===== src/rtl/spi_cmd_pkg.sv =====
package spi_cmd_pkg;

  typedef enum logic [2:0] {
    PH_IDLE  = 3'd0,
    PH_CMD   = 3'd1,
    PH_ADDR  = 3'd2,
    PH_DUMMY = 3'd3,
    PH_WR    = 3'd4,
    PH_RD    = 3'd5
  } phase_e;

  localparam int unsigned A_CFG  = 0;
  localparam int unsigned A_CTRL = 1;
  localparam int unsigned A_CMD  = 2;
  localparam int unsigned A_ADDR = 3;
  localparam int unsigned A_WD0  = 4;

  // lane code to lane count: 1 -> 2, 2 -> 4, others -> 1
  function automatic logic [2:0] lanes_of(input logic [1:0] code);
    case (code)
      2'd1:    return 3'd2;
      2'd2:    return 3'd4;
      default: return 3'd1;
    endcase
  endfunction

endpackage


===== src/rtl/spi_cmd_regs.sv =====
module spi_cmd_regs
  import spi_cmd_pkg::*;
#(
  parameter int BUF_BYTES = 16,
  parameter int REG_AW    = 4,
  localparam int BUF_WORDS = BUF_BYTES / 4,
  localparam int IW        = $clog2(BUF_BYTES)
) (
  input  logic                   clk,
  input  logic                   rst_n,
  input  logic                   we,
  input  logic [REG_AW-1:0]      addr,
  input  logic [31:0]            wdata,
  output logic [31:0]            rdata,
  input  logic                   done_i,
  input  logic                   rd_we_i,
  input  logic [IW-1:0]          rd_idx_i,
  input  logic [7:0]             rd_byte_i,
  output logic [31:0]            cfg_o,
  output logic [7:0]             cmd_o,
  output logic [31:0]            addr_o,
  output logic [BUF_BYTES*8-1:0] wbuf_o,
  output logic                   start_o,
  output logic                   busy_o,
  output logic [1:0]             dev_o,
  output logic                   cs_rel_o,
  output logic                   irq_o
);

  localparam int unsigned A_RD0 = A_WD0 + BUF_WORDS;

  logic [31:0] wd [BUF_WORDS];
  logic [31:0] rw [BUF_WORDS];
  logic        rdy, ie;

  assign start_o = we && (addr == REG_AW'(A_CTRL)) && wdata[0] && !busy_o;
  assign irq_o   = ie & rdy;

  always_ff @(posedge clk or negedge rst_n) begin
    if (!rst_n) begin
      cfg_o    <= '0;
      cmd_o    <= '0;
      addr_o   <= '0;
      dev_o    <= '0;
      cs_rel_o <= 1'b1;
      ie       <= 1'b0;
      rdy      <= 1'b0;
      busy_o   <= 1'b0;
      for (int w = 0; w < BUF_WORDS; w++) begin
        wd[w] <= '0;
        rw[w] <= '0;
      end
    end else begin
      if (we) begin
        if (addr == REG_AW'(A_CFG))  cfg_o  <= wdata;
        if (addr == REG_AW'(A_CMD))  cmd_o  <= wdata[7:0];
        if (addr == REG_AW'(A_ADDR)) addr_o <= wdata;
        if (addr == REG_AW'(A_CTRL)) begin
          dev_o    <= wdata[9:8];
          cs_rel_o <= wdata[16];
          ie       <= wdata[25];
        end
        for (int w = 0; w < BUF_WORDS; w++)
          if (addr == REG_AW'(A_WD0 + w)) wd[w] <= wdata;
      end
      if (start_o) begin
        busy_o <= 1'b1;
        rdy    <= 1'b0;
      end else if (done_i) begin
        busy_o <= 1'b0;
        rdy    <= 1'b1;
      end
      if (rd_we_i)
        rw[rd_idx_i[IW-1:2]][{rd_idx_i[1:0], 3'b000} +: 8] <= rd_byte_i;
    end
  end

  for (genvar g = 0; g < BUF_WORDS; g++) begin : g_wbuf
    assign wbuf_o[g*32 +: 32] = wd[g];
  end

  always_comb begin
    rdata = '0;
    if (addr == REG_AW'(A_CFG))  rdata = cfg_o;
    if (addr == REG_AW'(A_CMD))  rdata = {24'd0, cmd_o};
    if (addr == REG_AW'(A_ADDR)) rdata = addr_o;
    if (addr == REG_AW'(A_CTRL)) begin
      rdata[0]   = busy_o;
      rdata[9:8] = dev_o;
      rdata[16]  = cs_rel_o;
      rdata[24]  = rdy;
      rdata[25]  = ie;
    end
    for (int w = 0; w < BUF_WORDS; w++) begin
      if (addr == REG_AW'(A_WD0 + w)) rdata = wd[w];
      if (addr == REG_AW'(A_RD0 + w)) rdata = rw[w];
    end
  end

  // the sequencer's completion pulse ends the busy state
  p_done_clears_busy_r2: assert property (@(posedge clk) disable iff (!rst_n)
    done_i |=> !busy_o);
  // completion raises the ready flag
  p_done_sets_ready_r12: assert property (@(posedge clk) disable iff (!rst_n)
    done_i |=> rdy);

endmodule


===== src/rtl/spi_cmd_seq.sv =====
module spi_cmd_seq
  import spi_cmd_pkg::*;
#(
  parameter int BUF_BYTES = 16,
  localparam int IW = $clog2(BUF_BYTES),
  localparam int CW = $clog2(BUF_BYTES + 1)
) (
  input  logic                   clk,
  input  logic                   rst_n,
  input  logic                   start_i,
  input  logic [31:0]            cfg_i,
  input  logic [7:0]             cmd_i,
  input  logic [31:0]            addr_i,
  input  logic [BUF_BYTES*8-1:0] wbuf_i,
  input  logic [3:0]             io_in,
  output logic                   sclk_o,
  output logic [3:0]             io_out,
  output logic [3:0]             io_oe,
  output logic                   done_o,
  output logic                   rd_we_o,
  output logic [IW-1:0]          rd_idx_o,
  output logic [7:0]             rd_byte_o
);

  phase_e        phase, nxt_idle, nxt_cur;
  logic [CW-1:0] cnt [8];
  logic [1:0]    lc  [8];
  logic [CW-1:0] idx, ab;
  logic [3:0]    bcnt, bnext;
  logic          half, byte_end;
  logic [7:0]    rxb, rx_new, cur_byte, shifted;
  logic [2:0]    lanes;
  logic          unused_cfg;

  assign unused_cfg = ^{cfg_i[31:29], cfg_i[15:14]};

  always_comb begin
    for (int p = 0; p < 8; p++) begin
      cnt[p] = '0;
      lc[p]  = 2'd0;
    end
    cnt[PH_CMD]   = CW'(cfg_i[10]);
    cnt[PH_ADDR]  = (cfg_i[13:11] > 3'd4) ? CW'(4) : CW'(cfg_i[13:11]);
    cnt[PH_DUMMY] = CW'(cfg_i[23:21]);
    cnt[PH_WR]    = (CW'(cfg_i[20:16]) > CW'(BUF_BYTES)) ? CW'(BUF_BYTES) : CW'(cfg_i[20:16]);
    cnt[PH_RD]    = (CW'(cfg_i[28:24]) > CW'(BUF_BYTES)) ? CW'(BUF_BYTES) : CW'(cfg_i[28:24]);
    lc[PH_CMD]    = cfg_i[1:0];
    lc[PH_ADDR]   = cfg_i[3:2];
    lc[PH_WR]     = cfg_i[5:4];
    lc[PH_DUMMY]  = cfg_i[7:6];
    lc[PH_RD]     = cfg_i[9:8];
  end

  // next non-empty phase; scanning downward leaves the lowest match
  always_comb begin
    nxt_idle = PH_IDLE;
    nxt_cur  = PH_IDLE;
    for (int p = 5; p >= 1; p--) begin
      if (cnt[p] != '0) begin
        nxt_idle = phase_e'(3'(p));
        if (3'(p) > phase) nxt_cur = phase_e'(3'(p));
      end
    end
  end

  assign ab    = cnt[PH_ADDR] - CW'(1) - idx;
  assign lanes = lanes_of(lc[phase]);

  always_comb begin
    case (phase)
      PH_CMD:  cur_byte = cmd_i;
      PH_ADDR: cur_byte = addr_i[{ab[1:0], 3'b000} +: 8];
      PH_WR:   cur_byte = wbuf_i[{idx[IW-1:0], 3'b000} +: 8];
      default: cur_byte = 8'h00;
    endcase
    shifted = cur_byte << bcnt;
    case (lanes)
      3'd2:    begin io_out = {2'b00, shifted[7:6]}; rx_new = {rxb[5:0], io_in[1:0]}; end
      3'd4:    begin io_out = shifted[7:4];          rx_new = {rxb[3:0], io_in};      end
      default: begin io_out = {3'b000, shifted[7]};  rx_new = {rxb[6:0], io_in[1]};  end
    endcase
    if (phase == PH_CMD || phase == PH_ADDR || phase == PH_WR)
      io_oe = (lanes == 3'd4) ? 4'b1111 : (lanes == 3'd2) ? 4'b0011 : 4'b0001;
    else
      io_oe = 4'b0000;
  end

  assign bnext    = bcnt + 4'(lanes);
  assign byte_end = (bnext == 4'd8);
  assign sclk_o   = half;

  always_ff @(posedge clk or negedge rst_n) begin
    if (!rst_n) begin
      phase     <= PH_IDLE;
      idx       <= '0;
      bcnt      <= '0;
      half      <= 1'b0;
      rxb       <= '0;
      done_o    <= 1'b0;
      rd_we_o   <= 1'b0;
      rd_idx_o  <= '0;
      rd_byte_o <= '0;
    end else begin
      done_o  <= 1'b0;
      rd_we_o <= 1'b0;
      if (phase == PH_IDLE) begin
        half <= 1'b0;
        if (start_i) begin
          phase <= nxt_idle;
          idx   <= '0;
          bcnt  <= '0;
          if (nxt_idle == PH_IDLE) done_o <= 1'b1;
        end
      end else if (!half) begin
        half <= 1'b1;
      end else begin
        half <= 1'b0;
        rxb  <= rx_new;
        if (byte_end) begin
          bcnt <= '0;
          if (phase == PH_RD) begin
            rd_we_o   <= 1'b1;
            rd_idx_o  <= idx[IW-1:0];
            rd_byte_o <= rx_new;
          end
          if (idx + CW'(1) == cnt[phase]) begin
            idx   <= '0;
            phase <= nxt_cur;
            if (nxt_cur == PH_IDLE) done_o <= 1'b1;
          end else begin
            idx <= idx + CW'(1);
          end
        end else begin
          bcnt <= bnext;
        end
      end
    end
  end

  // every high half of the serial clock lasts exactly one clock
  p_sclk_alternates_r9: assert property (@(posedge clk) disable iff (!rst_n)
    sclk_o |=> !sclk_o);
  // read bytes are only stored after a beat of the read phase
  p_store_from_read_r7: assert property (@(posedge clk) disable iff (!rst_n)
    rd_we_o |-> $past(phase) == PH_RD);

endmodule


===== src/rtl/spi_cmd_engine.sv =====
module spi_cmd_engine
  import spi_cmd_pkg::*;
#(
  parameter int NUM_CS    = 4,
  parameter int BUF_BYTES = 16,
  parameter int REG_AW    = 4,
  localparam int IW = $clog2(BUF_BYTES)
) (
  input  logic              clk,
  input  logic              rst_n,
  input  logic              reg_we,
  input  logic [REG_AW-1:0] reg_addr,
  input  logic [31:0]       reg_wdata,
  output logic [31:0]       reg_rdata,
  output logic              spi_sclk,
  output logic [NUM_CS-1:0] spi_cs_n,
  output logic [3:0]        spi_io_out,
  output logic [3:0]        spi_io_oe,
  input  logic [3:0]        spi_io_in,
  output logic              irq
);

  logic [31:0]            cfg, addr;
  logic [7:0]             cmd, rd_byte;
  logic [BUF_BYTES*8-1:0] wbuf;
  logic                   start, busy, done, rd_we, cs_rel;
  logic [1:0]             dev;
  logic [IW-1:0]          rd_idx;

  spi_cmd_regs #(.BUF_BYTES(BUF_BYTES), .REG_AW(REG_AW)) regs_i (
    .clk(clk), .rst_n(rst_n), .we(reg_we), .addr(reg_addr), .wdata(reg_wdata),
    .rdata(reg_rdata), .done_i(done), .rd_we_i(rd_we), .rd_idx_i(rd_idx),
    .rd_byte_i(rd_byte), .cfg_o(cfg), .cmd_o(cmd), .addr_o(addr), .wbuf_o(wbuf),
    .start_o(start), .busy_o(busy), .dev_o(dev), .cs_rel_o(cs_rel), .irq_o(irq)
  );

  spi_cmd_seq #(.BUF_BYTES(BUF_BYTES)) seq_i (
    .clk(clk), .rst_n(rst_n), .start_i(start), .cfg_i(cfg), .cmd_i(cmd),
    .addr_i(addr), .wbuf_i(wbuf), .io_in(spi_io_in), .sclk_o(spi_sclk),
    .io_out(spi_io_out), .io_oe(spi_io_oe), .done_o(done), .rd_we_o(rd_we),
    .rd_idx_o(rd_idx), .rd_byte_o(rd_byte)
  );

  for (genvar g = 0; g < NUM_CS; g++) begin : g_cs
    assign spi_cs_n[g] = !((busy || !cs_rel) && (dev == 2'(g)));
  end

  // never more than one device selected
  p_one_cs_r10: assert property (@(posedge clk) disable iff (!rst_n)
    $onehot0(~spi_cs_n));
  // a clock beat always happens under a chip select
  p_sclk_under_cs_r10: assert property (@(posedge clk) disable iff (!rst_n)
    spi_sclk |-> (spi_cs_n != '1));
  // an idle engine keeps the bus quiet
  p_idle_quiet_r2: assert property (@(posedge clk) disable iff (!rst_n)
    !busy |-> (!spi_sclk && spi_io_oe == 4'b0000));

endmodule


===== config.mk =====
export PLATFORM = sky130hd
export DESIGN_NAME = spi_cmd_engine
export DESIGN_NICKNAME = d
export VERILOG_FILES = /design/src/rtl/spi_cmd_pkg.sv /design/src/rtl/spi_cmd_regs.sv /design/src/rtl/spi_cmd_seq.sv /design/src/rtl/spi_cmd_engine.sv
export SDC_FILE = /design/constraint.sdc
export NUM_CORES = 1
export LEC_CHECK = 0
export CELL_PAD_IN_SITES_DETAIL_PLACEMENT = 1
export CELL_PAD_IN_SITES_GLOBAL_PLACEMENT = 1
export CORE_ASPECT_RATIO = 0.9
export CORE_MARGIN = 2
export CORE_UTILIZATION = 52
export DETAILED_ROUTE_END_ITERATION = 16
export PLACE_DENSITY_LB_ADDON = 0.1
export SYNTH_ARGS = -nofsm -noshare
export SYNTH_HDL_FRONTEND = slang
export SYNTH_SLANG_ARGS = --single-unit
export TNS_END_PERCENT = 5

===== constraint.sdc =====
create_clock -name clk -period 12.7 [get_ports clk]
set_input_delay 3.175 -clock clk [delete_from_list [all_inputs] [get_ports clk]]
set_output_delay 3.175 -clock clk [all_outputs]
set_load 0.01 [all_outputs]

# [After elaboration in Yosys (flattened, before gate mapping)]
# Index checks and enable logic that the tools add are counted.
[word_totals] register_bits=368 elab_cells=198 output_inout_bits=46 in_bits=43
[classes] shifts=5 addsub=5 mux=80 reduce_logical=43 n_eq_ne=25 bitwise=4 n_lt_le_gt_ge=11
[ops] op="$mux 32" count=12
[ops] op="$bwmux 128" count=1
[ops] op="$shiftx 128x8->8" count=1
[ops] op="$demux 32 s2" count=1
[ops] op="$mux 3" count=21
[ops] op="$mux 5" count=9
[ops] op="$shift 8x7->32 const A" count=1
[ops] op="$shiftx 32x6->8" count=1
[ops] op="$shiftx 8x7->32" count=1
[ops] op="$mux 4" count=6
[ops] op="$pmux 8 s3" count=1
[ops] op="$eq 4x4->1 const B" count=5
[ops] op="$reduce_and 2->1" count=10
[ops] op="$reduce_bool 5->1" count=4
[ops] op="$mux 1" count=19
[ops] op="$eq 4x3->1 const B" count=4
[ops] op="$pmux 8 s2" count=1
[ops] op="$bmux 5 s3" count=1
[ops] op="$gt 5x5->1 const B" count=2
[ops] op="$mux 2" count=5
[ops] op="$eq 3x3->1 const B" count=3
[ops] op="$logic_not 3->1" count=3
[ops] op="$eq 4x2->1 const B" count=2
[ops] op="$logic_and 1x1->1" count=8
[ops] op="34 further kinds" count=51

# [Logic depth before layout (Yosys ltp)]
# Gate-level depths: netlist of the first run.
[logic_depth] word_depth=18 mapped_depth=18 mapped_depth_nobuf=15

# [Cells and area by module]
# Synthesis of the first run repeated with hierarchy kept, for this count alone.
[unflattened] cells_unflattened=1957 area_unflattened_um2=20025.5
[by_module_without_submodules] module="spi_cmd_regs" area_per_inst_um2=15783.9 instances=1 seq_area_each_um2=8359.3 cells_each=1493
[by_module_without_submodules] module="spi_cmd_seq" area_per_inst_um2=4200.3 instances=1 seq_area_each_um2=850.8 cells_each=458
[by_module_without_submodules] module="spi_cmd_engine" area_per_inst_um2=41.3 instances=1 seq_area_each_um2=0.0 cells_each=6

# [Worst setup path after synthesis of the first run]
# No wires, ideal clock.
[synth_timing] kind="input to output" from="in reg_addr[0]" to="out reg_rdata[18]" cell_stages=8 arrival_time_ps=4970 required_ps=9525 path_slack_ps=4555 path_buffers=5 cell_sequence="clkbuf_1 -> buf_1 -> clkbuf_1 -> nand3_1 -> clkbuf_1 -> clkbuf_1 -> o21ai_0 -> nand2_1"
[synth_between] elab_chain_len=12 elab_cells_between_ends=22 classes_between="eq/ne (10); mux (11); reduce/logical (1)"
[synth_lines] element="start, declared" line="spi_cmd_engine.sv:12" source="input logic [REG_AW-1:0] reg_addr,"
[synth_lines] element="$logic_not 4->1" line="spi_cmd_regs.sv:84" source="if (addr == REG_AW'(A_CFG)) rdata = cfg_o;"
[synth_lines] element="$mux 32" line="spi_cmd_regs.sv:84"
[synth_lines] element="$mux 32" line="spi_cmd_regs.sv:85" source="if (addr == REG_AW'(A_CMD)) rdata = {24'd0, cmd_o};"
[synth_lines] element="$mux 32" line="spi_cmd_regs.sv:86" source="if (addr == REG_AW'(A_ADDR)) rdata = addr_o;"
[synth_lines] element="$mux 32" line="spi_cmd_regs.sv:95" source="if (addr == REG_AW'(A_WD0 + w)) rdata = wd[w];"
[synth_lines] element="$mux 32" line="spi_cmd_regs.sv:96" source="if (addr == REG_AW'(A_RD0 + w)) rdata = rw[w];"
[synth_lines] element="$mux 32" line="spi_cmd_regs.sv:95"
[synth_lines] element="$mux 32" line="spi_cmd_regs.sv:96"
[synth_lines] element="$mux 32" line="spi_cmd_regs.sv:95"
[synth_lines] element="$mux 32" line="spi_cmd_regs.sv:96"
[synth_lines] element="$mux 32" line="spi_cmd_regs.sv:95"
[synth_lines] element="$mux 32 (*)" line="spi_cmd_regs.sv:96"
[synth_lines] element="end, declared" line="spi_cmd_engine.sv:14" source="output logic [31:0] reg_rdata,"
# Every way passes the cells marked *; elsewhere a longest branch is shown, timed or not.

# [Final worst setup path of the first run]
[layout_timing] from="in reg_addr[1]" to="out reg_rdata[26]"
# Same word-level chain as after synthesis.

==> results of run 1 <==
cells in the final DEF (no fill, tap or decap), drive strengths merged, types with 5 or more instances in the layout:
cell type	synthesis	routed
nor3b	7	7
clkbuf	74	59
mux4	25	25
clkinv	0	10
mux2	216	216
inv	28	29
nor2b	11	11
nand3	36	36
a22oi	41	41
mux2i	64	64
xnor2	10	10
nand4	10	10
ha	14	14
a222oi	36	36
o31ai	6	6
a21oi	79	79
buf	42	30
nor3	18	18
o21ai	179	179
o22ai	22	22
nand2	283	283
nor2	95	95
and3	6	6
a221oi	8	8
a22o	5	5
a211oi	7	7
or3	5	5
a31oi	11	11
dfrtp	367	367
clkdlybuf4s50	0	87
nand2b	7	7
area by class of cell:
class	count	area, sq um
Clock inverter	15	182.7
Tap cell	469	586.8
Antenna cell	1	2.502
Inverter	28	105.1
Sequential cell	368	9213
Clock buffer	59	1226
Fill cell	3765	13900
Multi-Input combinational cell	1274	8981
Timing Repair Buffer	117	1104
logic make-up (layout without fill, tap and decap cells):
logic type	count (synthesis)	count (layout)	synth area share
buf+inv	144	219	0.03159
xor+xnor	14	14	0.007948
simple gates	501	501	0.1159
fa+ha+maj	15	15	0.01042
flops	368	368	0.4916
compound gates	439	439	0.1483
mux	305	305	0.1943
other cells	0	1	0
worst max-delay path, cell delays in order:
cell and delay [ns]:
clkdlybuf4s50_1 0.90, nand2_1 0.28, nor3_4 0.85, a222oi_1 0.42
a21oi_1 0.28, a21oi_1 0.07, a21oi_1 0.17, o22ai_1 0.12
nand2_1 0.08, clkdlybuf4s50_1 0.53
registers in the layout, summed over array words and instances, names as in the netlist:
register / cells
regs_i.rdy: 1
regs_i.ie: 1
seq_i.rd_we_o: 1
regs_i.dev_o: 2
seq_i.phase: 3
seq_i.idx: 5
seq_i.sclk_o: 1
seq_i.bcnt: 4
seq_i.done_o: 1
seq_i.rd_byte_o: 8
seq_i.rxb: 7
regs_i.rw: 128
regs_i.addr_o: 32
regs_i.cmd_o: 8
regs_i.wbuf_o: 128
regs_i.cs_rel_o: 1
seq_i.rd_idx_o: 4
regs_i.busy_o: 1
regs_i.cfg_o: 32
power breakdown:
| part | internal (uW) | switching, uW |
|---|---|---|
| Clock | 752 | 509 |
| Combinational | 590 | 788 |
| Sequential | 1350 | 272 |
| Total | 2700 | 1570 |
layer usage:
| metal | GRT usage | vias to the layer above | wire [um] |
|---|---|---|---|
| met5 | 0 | - | 18 |
| met4 | 0.2009 | 2 | 4092 |
| met3 | 0.07196 | 219 | 6142 |
| met2 | 0.6027 | 852 | 32720 |
| met1 | 0.5372 | 8304 | 29770 |
| li1 | - | 6631 | - |
final timing paths:
check                                                 from                            end  slack, ns  depth (start not counted)
worst min-delay path             regs_i.rw[40]$_DFFE_PN0P_      regs_i.rw[40]$_DFFE_PN0P_       0.48                          2
worst min register to register   regs_i.rw[40]$_DFFE_PN0P_      regs_i.rw[40]$_DFFE_PN0P_       0.48                          2
worst max-delay path                           reg_addr[1]                  reg_rdata[26]       2.63                         10
worst max register to register  seq_i.phase[1]$_DFFE_PN0P_     seq_i.phase[2]$_DFFE_PN0P_       7.61                         14
min in group asynchronous                            rst_n       regs_i.rw[6]$_DFFE_PN0P_       2.62                          1
max in group asynchronous                            rst_n  regs_i.wbuf_o[86]$_DFFE_PN0P_       8.47                          2
through the flow:
step / setup slack [ns] / hold WS [ns]
after floorplan: 4.555 / 0.4259
after global placement: 2.878 / 0.4397
after detailed placement: 2.828 / 0.4661
after CTS: 2.792 / 0.4781
after global routing: 2.577 / 0.5109
final: 2.629 / 0.4752
==> flow_metrics.py, run 1 <==
metrics = {
    "place": {
        "hpwl_um": 50850,
        "dp.cells": 2256,
        "portBuffers": 88,
        "place.gp.congestion": 0.9759,
        "place_area_sq_mm": 0.01999,
    },
    "clock_tree": {
        "clkSinkCount": 368,
        "tritoncts": "done",
        "cts_root_buf": "clkbuf_16",
        "cts_resized": 0,
        "clockBufferDepth": 3,
        "cts_hold_repair.buffers": 0,
        "h-tree-depth": 2,
        "path_clk_slew_ns": 0.06,
        "cts_made_buffers": 41,
        "clock_latency_ns": 0.56,
        "postCtsSetupRepairBufs": 0,
    },
    "final_layout": {
        "layout.nets": 1888,
        "finalInstanceArea_sq_mm": 0.02140,
        "syn2layout_area_growth_pct": 14.23,
        "fin_cells": 2331,
        "utilization": 0.6063,
        "drive_gt1_frac": 0.1913,
    },
    "sta": {
        "slew_violations": 0,
        "setup_viol": 0,
        "fin_crit_ns": 10.07,
        "fin_crit_sh": 0.7930,
        "skew_ns": 0.01359,
        "setup_tns_ns": 0,
        "slew_headroom": 0.2470,
        "hold_viol_final": 0,
        "max_freq_mhz": 99.30,
        "worst_pin_slew_ns": 1.126,
        "rsz0062_at_grt": "false",
    },
    "outcome": {
        "status": "complete, no violations",
    },
    "pwr": {
        "power_leakage_uw": 0.009204,
        "p_total_uw": 4266,
        "ir_drop_mv": 0.1125,
        "power_density_mw_per_mm2": 199.3,
    },
    "floorplanning": {
        "start_util": 0.5308,
        "pin_count": 89,
        "die-area_sq_mm": 0.03756,
        "die_y_um": 184.1,
        "num_rows": 65,
        "core_area_sq_mm": 0.03530,
        "die_w_um": 204.1,
    },
    "logic_synthesis": {
        "syn_avg_cell_area_sq_um": 10.49,
        "ys_warn_count": 0,
        "syn-cell-area_sq_mm": 0.01873,
        "synth-edff-count": 0,
        "synth_flop_cell": "dfrtp_1",
        "netlist_instances": 1786,
        "synth_fp_nets": 1844,
        "yosysUniqueCellTypes": 71,
        "ys_seq_elements": 368,
        "yosysMostFrequentCell": "dfrtp_1",
        "ys_async_sr_fraction": 1.000,
        "synth_top_area_cell": "dfrtp_1",
        "synth_commonest_cells": "dfrtp_1, nand2_1, mux2_2",
        "synth_area_leaders": "dfrtp_1, mux2_2, nand2_1",
        "ys_seq_area_frac": 0.4916,
        "yosysTopAreaCellShare": 0.4902,
    },
    "setup_path": {
        "crit_path_end_kind": "primary output",
        "crit_type": "primary input to primary output",
        "worstPathArrival_ns": 6.90,
        "critPathLaunchType": "primary input",
        "path_max_fanout": 20,
        "required_ns": 9.52,
    },
    "global_route": {
        "grt_usage": 0.3931,
        "first_global_vias": 16310,
        "grt-ovfl-total": 0,
        "grt_max_degree": 85,
        "grt_antenna_before_repair": 1,
        "grt_pass1_wl_um": 107700,
    },
    "run": {
        "drv_cap": 0,
    },
    "route": {
        "wl_per_cell_um": 31.20,
        "via_per_inst": 6.867,
        "drt-total-wl_um": 72740,
        "antenna_left": 0,
        "vias": 16010,
        "drt-pass1-iter-count": 6,
        "drt_iter0_drc": 1969,
        "drc": 0,
    },
    "worst_hold_path": {
        "hold_path_class": "flip-flop to flip-flop",
    },
}
No activity file was read; power rests on OpenSTA's default activity.
==> run 2, diff against run 1 <==
--- a/config.mk
+++ b/config.mk
@@ -9,7 +9,7 @@
 export CELL_PAD_IN_SITES_GLOBAL_PLACEMENT = 1
 export CORE_ASPECT_RATIO = 0.9
 export CORE_MARGIN = 2
-export CORE_UTILIZATION = 52
+export CORE_UTILIZATION = 49
 export DETAILED_ROUTE_END_ITERATION = 16
 export PLACE_DENSITY_LB_ADDON = 0.1
 export SYNTH_ARGS = -nofsm -noshare
==> constraint.sdc (replaced) <==
create_clock -name clk -period 10.3 [get_ports clk]
set_input_delay 2.575 -clock clk [delete_from_list [all_inputs] [get_ports clk]]
set_output_delay 2.575 -clock clk [all_outputs]
set_load 0.01 [all_outputs]
==> run 2 against run 1 <==
Effect of this change: register-to-register slack got worse by 2.2 ns; critical path depth increased by 1; sequential cell count is the same; setup slack lost 1.1 ns; via count fell by 1.6%; first-iteration DRC count fell by 15%; routed wire length fell by 0.75%; clock power rose by 21%; clock skew grew 0.0012 ns; combinational power rose by 21%; critical endpoint is now reg_rdata[12]; largest power group unchanged.
==> flow_metrics.py, run 2 (synthesized netlist as in run 1, its figures left out) <==
metrics = {
    "sta": {
        "slew_headroom": 0.2212,
        "layout_setup_ws_ns": 1.520,
        "setup_tns_ns": 0,
        "hold_viol_final": 0,
        "fin_crit_ns": 8.780,
        "slew_violations": 0,
        "setup_viol": 0,
        "fin_crit_sh": 0.8525,
        "skew_ns": 0.01479,
        "rsz0062_at_grt": "false",
        "worst_pin_slew_ns": 1.165,
        "hold_ws_ns": 0.4596,
        "max_freq_mhz": 113.9,
    },
    "final_layout": {
        "layout.nets": 1890,
        "regArea_sq_mm": 0.009213,
        "fill_cells": 4019,
        "multiInputGateArea_sq_mm": 0.008977,
        "drive_gt1_frac": 0.1891,
        "final_common_cell": "dfrtp_1",
        "most-common-layout-cells": "dfrtp_1, nand2_1, mux2_2",
        "syn2layout_area_growth_pct": 14.24,
        "utilization": 0.5711,
    },
    "worst_hold_path": {
        "hold_path_class": "flip-flop to flip-flop",
    },
    "outcome": {
        "status": "complete, no violations",
    },
    "route": {
        "vias": 15750,
        "antenna_left": 0,
        "via_per_inst": 6.715,
        "drt_iter0_drc": 1665,
        "drt-total-wl_um": 72190,
        "drt-pass1-iter-count": 8,
        "drc": 0,
        "wl_per_cell_um": 30.79,
    },
    "clock_tree": {
        "clock_latency_ns": 0.56,
        "cts_resized": 0,
        "tritoncts": "done",
        "cts_root_buf": "clkbuf_16",
        "cts_hold_repair.buffers": 0,
        "clkSinkCount": 368,
        "postCtsSetupRepairBufs": 0,
        "cts_made_buffers": 41,
        "clockBufferDepth": 3,
        "h-tree-depth": 2,
        "path_clk_slew_ns": 0.05,
    },
    "setup_path": {
        "r2r_end": "seq_i.phase[2]$_DFFE_PN0P_",
        "critPathLaunchType": "primary input",
        "worstRegToRegCells": 14,
        "required_ns": 7.73,
        "worstPathArrival_ns": 6.21,
        "crit_type": "primary input to primary output",
        "path_max_fanout": 20,
        "cp-endpoint": "reg_rdata[12]",
        "reg2reg_from": "seq_i.phase[1]$_DFFE_PN0P_",
        "crit_path_end_kind": "primary output",
        "r2r_setup_slack_ns": 5.38,
        "startpoint": "reg_addr[2]",
    },
    "global_route": {
        "grt_max_degree": 178,
        "grt-ovfl-total": 0,
        "first_global_vias": 16230,
        "grt_pass1_wl_um": 106800,
        "grt_antenna_before_repair": 3,
        "grt_usage": 0.3659,
    },
    "floorplanning": {
        "pin_count": 89,
        "die-area_sq_mm": 0.03982,
        "core_area_sq_mm": 0.03747,
        "die_y_um": 189.5,
        "die_w_um": 210.1,
        "start_util": 0.4999,
        "num_rows": 67,
    },
    "pwr": {
        "power_density_mw_per_mm2": 243.7,
        "ir_drop_mv": 0.1432,
        "power_leakage_uw": 0.009176,
    },
    "run": {
        "drv_cap": 0,
    },
    "place": {
        "place_ws_ns": 1.636,
        "place.gp.congestion": 0.9041,
        "portBuffers": 88,
        "hpwl_um": 51220,
    },
}
[run 2: cell types whose count changed in the layout (fill, tap and decap cells not counted), sizes merged]
cell      change
buf           +2
clkbuf        +1
clkinv        -5
clkinvlp      +2
[run 2: area by class of cell]
cell class,count,share of cell area
flip-flops and latches,368,0.4305
multi-input cells,1274,0.4195
clock buffers,60,0.05607
repair buffers,119,0.05285
well taps,483,0.02824
clock inverters,12,0.007892
inverters,28,0.004911
diodes,1,0.0001169
[run 2: where the power goes]
group	internal, uW	switching [uW]
clock	907	621
sequential	1670	347
combinational	730	941
[run 2: worst max-delay path: stages]
cell	delay (ns)
clkdlybuf4s50_1	0.82
nand2b_1	0.30
nor2_2	0.62
buf_4	0.42
a22oi_1	0.14
nand4_1	0.12
o21ai_0	0.14
nand3_1	0.12
o21ai_0	0.25
nand2_1	0.14
clkdlybuf4s50_1	0.54
[run 2: worst min-delay path by stage]
stage	startpoint	slack, ns	end	cells after the start
after global routing	seq_i.done_o$_DFF_PN0_	0.49	regs_i.rdy$_DFFE_PN0P_	1
after floorplan	seq_i.done_o$_DFF_PN0_	0.43	regs_i.busy_o$_DFFE_PN0P_	1
after detailed placement	seq_i.done_o$_DFF_PN0_	0.46	regs_i.busy_o$_DFFE_PN0P_	1
after CTS	seq_i.done_o$_DFF_PN0_	0.47	regs_i.busy_o$_DFFE_PN0P_	1
final	seq_i.done_o$_DFF_PN0_	0.46	regs_i.busy_o$_DFFE_PN0P_	1
after global placement	seq_i.done_o$_DFF_PN0_	0.44	regs_i.busy_o$_DFFE_PN0P_	1
[run 2: metal layers]
metal | share of wire | wire length (um) | global-route usage
met2 | 0.46 | 33190 | 0.5741
met3 | 0.087 | 6313 | 0.06552
met4 | 0.050 | 3629 | 0.1675
met5 | 0.00015 | 11 | 0
met1 | 0.40 | 29050 | 0.4970
[run 2: metrics by stage]
stage	instance area, sq um	total power, uW	std cells
after CTS	21400	5190	2344
after detailed placement	20030	3659	2272
after floorplan	18730	2996	1786
after global routing	21400	5419	2344
final	21400	5215	2345
after global placement	20030	3601	2272
